$ cat src/rtl/cp_seq_pkg.sv
// Package: shared types for the charge-pump wake-up sequencer.
// Assumes: nothing beyond IEEE 1800-2017.
package cp_seq_pkg;
    // Phase of the wake-up sequence.
    typedef enum logic [1:0] {
        PH_SLEEP = 2'd0,
        PH_BOOST = 2'd1,
        PH_RUN   = 2'd2
    } phase_t;
endpackage

$ cat src/rtl/cp_seq_sync.sv
// Module: multi-flop level synchronizer.
// Brings an asynchronous level into the clk domain through STAGES flops.
// Assumes: STAGES >= 2; the input is a slow level, not a pulse.
module cp_seq_sync #(
    parameter int   STAGES    = 2,
    parameter logic RESET_VAL = 1'b1
) (
    input  logic clk,
    input  logic rst_n,
    input  logic d_a,
    output logic q
);
    logic [STAGES-1:0] chain;

    // Shift the asynchronous level through the flop chain.
    always_ff @(posedge clk) begin
        if (!rst_n) chain <= {STAGES{RESET_VAL}};
        else        chain <= {chain[STAGES-2:0], d_a};
    end

    assign q = chain[STAGES-1];
endmodule

$ cat src/rtl/cp_seq_counter.sv
// Module: boost-interval counter.
// Counts reference cycles while run is high and flags the final cycle of
// a target-long interval.
// Assumes: target >= 1 whenever run is high; clear wins over run.
module cp_seq_counter #(
    parameter int W = 8
) (
    input  logic         clk,
    input  logic         rst_n,
    input  logic         clear,
    input  logic         run,
    input  logic [W-1:0] target,
    output logic         last
);
    localparam logic [W-1:0] ONE = W'(1);

    logic [W-1:0] cnt;

    // Advance the count during the interval; zero it otherwise.
    always_ff @(posedge clk) begin
        if (!rst_n || clear) cnt <= '0;
        else if (run)        cnt <= cnt + ONE;
    end

    // Last cycle of the interval: target-1 cycles have already elapsed.
    always_comb begin
        last = run && (cnt == (target - ONE));
    end
endmodule

$ cat src/rtl/cp_seq_ctrl.sv
// Module: wake-up phase controller.
// Walks sleep -> boost -> run. It captures the programmed interval on leaving
// sleep and gates every pump output with the synchronized standby level,
// so a standby request takes effect without waiting for a state change.
// Assumes: stby is already synchronous to clk.
module cp_seq_ctrl
    import cp_seq_pkg::*;
#(
    parameter int W = 8
) (
    input  logic         clk,
    input  logic         rst_n,
    input  logic         stby,
    input  logic [W-1:0] delay_in,
    input  logic         cnt_last,
    output logic [W-1:0] target,
    output logic         cnt_clear,
    output logic         cnt_run,
    output logic         main_en,
    output logic         aux_off,
    output logic         done
);
    phase_t phase, phase_nx;

    // Next-phase decision.
    always_comb begin
        phase_nx = phase;
        unique case (phase)
            PH_SLEEP: if (!stby) phase_nx = (delay_in == '0) ? PH_RUN : PH_BOOST;
            PH_BOOST: if (stby) phase_nx = PH_SLEEP;
                      else if (cnt_last) phase_nx = PH_RUN;
            PH_RUN:   if (stby) phase_nx = PH_SLEEP;
            default:  phase_nx = PH_SLEEP;
        endcase
    end

    // Phase register.
    always_ff @(posedge clk) begin
        if (!rst_n) phase <= PH_SLEEP;
        else        phase <= phase_nx;
    end

    // Capture the interval length at the moment the sequence starts.
    always_ff @(posedge clk) begin
        if (!rst_n)                           target <= '0;
        else if (phase == PH_SLEEP && !stby)  target <= delay_in;
    end

    // Counter control: count only in boost, hold cleared elsewhere.
    always_comb begin
        cnt_run   = (phase == PH_BOOST) && !stby;
        cnt_clear = (phase != PH_BOOST) || stby;
    end

    // Pump controls, forced idle by standby.
    always_comb begin
        main_en = (phase != PH_SLEEP) && !stby;
        aux_off = (phase != PH_RUN)   || stby;
        done    = (phase == PH_RUN)   && !stby;
    end
endmodule

$ cat src/rtl/cp_wake_sequencer.sv
// Module: charge-pump wake-up sequencer (top).
// Synchronizes standby, then runs the main pump alone for a programmed
// number of reference cycles before releasing the opposing auxiliary pump.
// Assumes: clk is the synthesizer reference clock.
module cp_wake_sequencer #(
    parameter int CNT_W       = 8,
    parameter int SYNC_STAGES = 2
) (
    input  logic             clk,
    input  logic             rst_n,
    input  logic             standby_a,
    input  logic [CNT_W-1:0] delay_count,
    output logic             main_pump_en,
    output logic             aux_pump_off,
    output logic             settle_done
);
    logic             stby_s;
    logic [CNT_W-1:0] target;
    logic             cnt_clear;
    logic             cnt_run;
    logic             cnt_last;

    cp_seq_sync #(.STAGES(SYNC_STAGES), .RESET_VAL(1'b1)) i_sync (
        .clk   (clk),
        .rst_n (rst_n),
        .d_a   (standby_a),
        .q     (stby_s)
    );

    cp_seq_counter #(.W(CNT_W)) i_cnt (
        .clk    (clk),
        .rst_n  (rst_n),
        .clear  (cnt_clear),
        .run    (cnt_run),
        .target (target),
        .last   (cnt_last)
    );

    cp_seq_ctrl #(.W(CNT_W)) i_ctrl (
        .clk       (clk),
        .rst_n     (rst_n),
        .stby      (stby_s),
        .delay_in  (delay_count),
        .cnt_last  (cnt_last),
        .target    (target),
        .cnt_clear (cnt_clear),
        .cnt_run   (cnt_run),
        .main_en   (main_pump_en),
        .aux_off   (aux_pump_off),
        .done      (settle_done)
    );
endmodule

$ cat config.mk
export PLATFORM = sky130hd
export DESIGN_NAME = cp_wake_sequencer
export DESIGN_NICKNAME = d
export VERILOG_FILES = /design/src/rtl/cp_seq_pkg.sv /design/src/rtl/cp_seq_sync.sv /design/src/rtl/cp_seq_counter.sv /design/src/rtl/cp_seq_ctrl.sv /design/src/rtl/cp_wake_sequencer.sv
export SDC_FILE = /design/constraint.sdc
export NUM_CORES = 1
export LEC_CHECK = 0
export ABC_AREA = 0
export BUFFER_PORTS_ARGS = -buffer_cell sky130_fd_sc_hd__buf_2
export CORE_MARGIN = 2
export CORE_UTILIZATION = 50
export CTS_CLUSTER_SIZE = 10
export DETAILED_ROUTE_END_ITERATION = 10
export GPL_TIMING_DRIVEN = 0
export HOLD_SLACK_MARGIN = 0.15
export PLACE_DENSITY = 0.71
export SETUP_SLACK_MARGIN = 0.4
export SLEW_MARGIN = 20
export SYNTH_ARGS = -nofsm -noshare
export SYNTH_HDL_FRONTEND = slang
export SYNTH_HIERARCHICAL = 1
export SYNTH_SLANG_ARGS = --single-unit
$ cat constraint.sdc
create_clock -name clk -period 2.42 [get_ports clk]
set_clock_uncertainty 0.05 [all_clocks]
set_input_delay 0.363 -clock clk [delete_from_list [all_inputs] [get_ports clk]]
set_output_delay 0.363 -clock clk [all_outputs]
set_load 0.03 [all_outputs]
; ---- Yosys cells after proc, flatten, opt, wreduce, memory -nomap -nowiden
; Cells that the tools add are included.
[totals]
latch_bits = 0
memories = 0
mem_bits_rw = 0
out_inout_bits = 3
regBits = 20
rom_bits = 0
wordCells = 34
[classes]
addsub = 2
n_bitwise = 0
shifts = 0
reduce_logical = 14
div_mod_pow = 0
n_eq_ne = 8
n_mux = 6
n_mul = 0
order_cmp = 0
[op_table]
columns = op, n
row1 = two-way mux 2 bit, 5
row2 = "adder 8 x 1 -> 8 bit, second input constant", 1
row3 = == test 8 bit, 1
row4 = logical NOT 8 bit, 1
row5 = "subtractor 8 x 1 -> 8 bit, second input constant", 1
row6 = "!= test 2 bit, second input constant", 3
row7 = case mux 2 bit (3 select lines), 1
row8 = logical AND 1 bit, 5
row9 = logical OR 1 bit, 3
row10 = "!= test 3 bit, second input constant", 1
row11 = AND reduction 3 bit, 1
row12 = "== test 2 x 1 -> 1 bit, second input constant", 1
row13 = "== test 2 bit, second input constant", 1
row14 = logical NOT 1 bit, 2
row15 = logical NOT 2 bit, 1
row16 = "!= test 2 x 1 -> 1 bit, second input constant", 1
row17 = nonzero test 2 bit, 1

; ---- Depth between registers and ports, before layout
[logic_depth]
depth_word = 6
depth_mapped = 10
mapped_depth_nobuf = 10

; ---- Cells and area by module
; The synthesis kept the hierarchy.
[by_module_without_submodules]
columns = module, area_per_inst_um2, instances, seq_area_each_um2, cells_per_inst
row1 = cp_seq_counter, 599.3, 1, 160.2, 75
row2 = cp_seq_ctrl, 416.6, 1, 200.2, 54
row3 = cp_seq_sync, 52.6, 1, 40.0, 4

; ---- Worst setup path after synthesis
; OpenSTA, ideal clock, no wires.
[synth_path]
path_kind = reg2reg
startpoint = register i_ctrl.target[0]
endpoint = register i_ctrl.phase[1]
synth_period_minus_slack_ns = 2.137
stages_incl_launch_ff = 10
path_slack_ns = 0.283
setup_time_ns = 0.070
arrival_time_ns = 2.018
path_cell_list = dfxtp_1 -> inv_1 -> ha_1 -> or2b_1 -> a31oi_1 -> a21oi_1 -> nor4_1 -> nand2b_1 -> a211o_1 -> a21oi_1
[synth_between]
elab_chain_cells = 5
[synth_rtl]
columns = item, line_no
row1 = start: declaration, cp_seq_ctrl.sv:16  ; output logic [W-1:0] target,
row2 = start signal: assignment, cp_seq_ctrl.sv:46  ; else if (phase == PH_SLEEP && !stby) target <= delay_in;
row3 = subtractor 8 x 1 -> 8 bit, cp_seq_counter.sv:27  ; last = run && (cnt == (target - ONE));
row4 = == test 8 bit, cp_seq_counter.sv:27
row5 = logical AND 1 bit, cp_seq_counter.sv:27
row6 = via cnt_last, cp_wake_sequencer.sv:21  ; logic cnt_last;
row7 = != test 3 bit (no line), n/a
row8 = AND reduction 3 bit (no line), n/a
row9 = end signal: assignment, cp_seq_ctrl.sv:40  ; else phase <= phase_nx;
row10 = end: declaration, cp_seq_ctrl.sv:23  ; phase_t phase, phase_nx;
; The timed path passes the listed nets, and every way through them passes these cells.
; A chain may end at the register's enable or synchronous reset.

; ---- Worst setup path after layout
[layout_path]
startpoint = register i_ctrl.target[5]
endpoint = register i_ctrl.phase[1]
; The elaborated chain is that of the path after synthesis.

==> results.cfg <==
[yosys]
synth_nets = 146
synth_edf_count = 0
async_flop_share_pct = 0
synth_seq_cells = 20
syn_inst = 133
synthFlopType = dfxtp_1
avgSynthCellArea_um2 = 8.034
synthTopCellsByCount = 24 x nand2_1, 20 x dfxtp_1, 14 x a21oi_1
yosysSeqAreaShare_pct = 37.47
synth_top_area_share_pct = 37.47
yosys.area.top_type = dfxtp_1
ys.warnings.count = 6
syn_area_um2 = 1069
yosys.cell_types.count = 30
yosysMostFrequentCell = nand2_1
synth.area.top_cells = dfxtp_1 37%, nand2_1 8.4%, a21oi_1 6.6%

[power_and_ir_drop]
seq_power_share_pct = 49.2
switching_share_pct = 22.10
p_sw_w = 0.0001540
leakagePower_nw = 0.4890
peakVddDrop_uv = 337.9
p_int_w = 0.0005429
p_comb_share_pct = 11.6
clkPwrFrac_pct = 39.2
powerDensity_nw_per_um2 = 516.7

[sta]
setup_violations = 0
timing.final.max_slew_violations = 0
final-hold-violation-count = 0
slew_headroom_pct = 65.57
max_freq_ghz = 0.4900
min_period_ns = 2.041
worst_slew_pin_slew_ns = 0.5137
setup_tns_ns = 0
setup_ws_ns = 0.3793
period_share_pct = 84.33
rsz0062_at_grt = yes

[critical_path]
path_class = flip-flop to flip-flop
path_delay_family = simple AND/OR/NAND/NOR gates
crit_arrival_ns = 2.24
crit_chain = nor4_4 > nand2_2 > xor2_1 > o21a_1 > nor4_4 > nand2b_1 > a211o_1 > a21oi_1
critPathSlowestCell = dfxtp_2
crit_path_max_fanout = 3
critical_path.startpoint = i_ctrl/target[5]$_SDFFE_PN0P_
rr_endpoint = i_ctrl/phase[1]$_SDFFE_PN0P_
crit_buf_inv = 0
critPathMaxStageDelay_ns = 0.36
rr_worst_depth = 8
critPathRequiredTime_ns = 2.62
endpoint_kind = flip-flop
startpoint_type = flip-flop
ff2ff_setup_slack_ns = 0.38
r2r-start = i_ctrl/target[5]$_SDFFE_PN0P_
cpMostUsedCell = nor4_4

[global_routing]
grt_max_degree = 13
grt_pass1_vias = 928
antenna_found_initial = 0
grt_overflow = 0
grtUsageTotal_pct = 19.42
grt_pass1_wl_mm = 3.767

[placement]
dp_slack_ns = 0.0004308
post_dp_cell_area_um2 = 1175
port_buffers = 13
gp_congestion = 0.8150
hpwl_mm = 1.597

[clock_network]
cts_tree = built
h-tree-depth = 1
clk_pin_slew_worst_paths_ns = 0.12
cts-root-buf = clkbuf_4
cts_num_sinks = 20
cts_hold_buf = 0
clockBufferDepth = 2
clk_latency_ns = 0.30
cts_buffers = 3

[detailed_routing]
dr.pass1.iters = 4
routed_wl_mm = 2.248
drt_iter0_markers = 15
drc = 0
wl_per_cell_um = 12.22
vias = 959
ant_nets = 0
via_per_inst = 5.212

[finish]
area_growth_pct = 26.23
drive_above_1_share_pct = 28.03
fill_cells = 170
diodes = 0
regArea_um2 = 415.4
design_area_um2 = 1349
multi_input_area_um2 = 676.9
nets = 171

[flow_run]
cap_violations = 0

[worst_hold_path]
hold_end = i_sync/chain[0]$_SDFF_PN1_
hp-start = standby_a
min-delay-path-class = input port to flip-flop
hold_depth = 2

[die]
core_um2 = 1982
ios = 14
die_h_um = 50.23
dieArea_um2 = 2523
start_util_pct = 53.91
num_rows = 16
fp.dieW_um = 50.23

[status]
status = complete, no violations
==> power by group through the flow <==
stage               clock network [W]   logic, W  registers [W]
global route                 0.000294  0.0000887       0.000344
detailed placement                  0  0.0000626       0.000352
floorplan                           0  0.0000451       0.000350
CTS                          0.000283  0.0000748       0.000344
global placement                    0  0.0000593       0.000352
finish                       0.000273  0.0000810       0.000343
==> registers in the layout, summed over array words and instances, names as in the netlist <==
signal,flops
i_cnt/cnt,8
i_ctrl/phase,2
i_ctrl/target,8
i_sync/chain,2
==> layer usage <==
| metal | vias up | track usage, % | part of all wire [%] | wire length [um] |
|---|---|---|---|---|
| met5 | - | 0 | 0 | 0 |
| met4 | 0 | 6.944 | 0 | 0 |
| met3 | 0 | 3.571 | 1.7 | 39 |
| met2 | 5 | 34.43 | 50 | 1122 |
| met1 | 448 | 23.16 | 48 | 1085 |
| li1 | 506 | - | - | - |
==> worst reg2reg max path: stages (launching register included) <==
cell      delay [ns]
dfxtp_2         0.36
nor4_4          0.30
nand2_2         0.10
xor2_1          0.14
o21a_1          0.22
nor4_4          0.34
nand2b_1        0.10
a211o_1         0.26
a21oi_1         0.11
==> how the worst max path moves through the flow <==
| stage | to | slack [ns] | depth (start not counted) |
|---|---|---|---|
| 2_1_floorplan | i_ctrl/phase[1]$_SDFFE_PN0P_ | 0.42 | 7 |
| 3_3_place_gp | i_ctrl/phase[1]$_SDFFE_PN0P_ | 0.06 | 7 |
| 3_5_place_dp | i_ctrl/phase[1]$_SDFFE_PN0P_ | 0.0004 | 7 |
| 4_1_cts | i_ctrl/phase[1]$_SDFFE_PN0P_ | 0.38 | 9 |
| 5_1_grt | i_ctrl/phase[1]$_SDFFE_PN0P_ | 0.31 | 8 |
| 6_report | i_ctrl/phase[1]$_SDFFE_PN0P_ | 0.38 | 8 |
==> stage by stage <==
step                      std cells  power [W]  util [%]  hold slack, ns
after floorplan                 133  0.0003947         -          0.3363
after global placement          173  0.0004109     59.28          0.3452
after detailed placement        173  0.0004145     59.28          0.3572
after CTS                       182  0.0007012     66.35          0.1785
after global routing            184  0.0007264     68.06          0.1690
final                           184  0.0006969     68.06          0.1899
==> placed cells by master, fill, tap and decap left out, types with 2 or more instances in the layout <==
| cell | Yosys | routed |
|---|---|---|
| clkbuf_1 | 4 | 3 |
| nor3_1 | 2 | 2 |
| nand4_1 | 4 | 4 |
| a21oi_1 | 14 | 13 |
| nor2_1 | 13 | 13 |
| nand2b_1 | 5 | 5 |
| a32o_1 | 2 | 2 |
| or3_1 | 3 | 3 |
| o21ai_0 | 3 | 3 |
| dfxtp_1 | 20 | 14 |
| xor2_1 | 6 | 6 |
| nand2_1 | 24 | 23 |
| clkbuf_4 | 0 | 4 |
| buf_6 | 1 | 2 |
| nor4_4 | 0 | 2 |
| buf_4 | 0 | 6 |
| xnor2_1 | 8 | 8 |
| dfxtp_4 | 0 | 3 |
| inv_2 | 0 | 2 |
| buf_2 | 0 | 13 |
| dfxtp_2 | 0 | 3 |
| nor4_1 | 5 | 4 |
| inv_1 | 4 | 2 |
==> kinds of logic after synthesis <==
family,after synthesis,share of synthesized area [%]
AO/OA/AOI/OAI,23,13.35
XOR/XNOR,15,13.00
adder cells (fa/ha/maj),2,2.342
buffers and inverters,10,4.214
flip-flops,20,37.47
multiplexers,1,0.9368
AND/OR/NAND/NOR,62,28.69
==> layout make-up <==
type | instances | share of cell area [%]
Multi-Input combinational cell | 103 | 50.19
Sequential cell | 20 | 30.80
Timing Repair Buffer | 20 | 8.998
Tap cell | 27 | 2.505
Clock inverter | 1 | 2.226
Buffer | 5 | 2.226
Clock buffer | 3 | 1.670
Inverter | 5 | 1.391
==> what timing repair did <==
action	CTS	global route
setup endpoints to repair	4	2
setup buffers	5	2
pin swaps	6	3
resized for setup	15	7
Note: power is estimated with default switching activity, not from simulation.
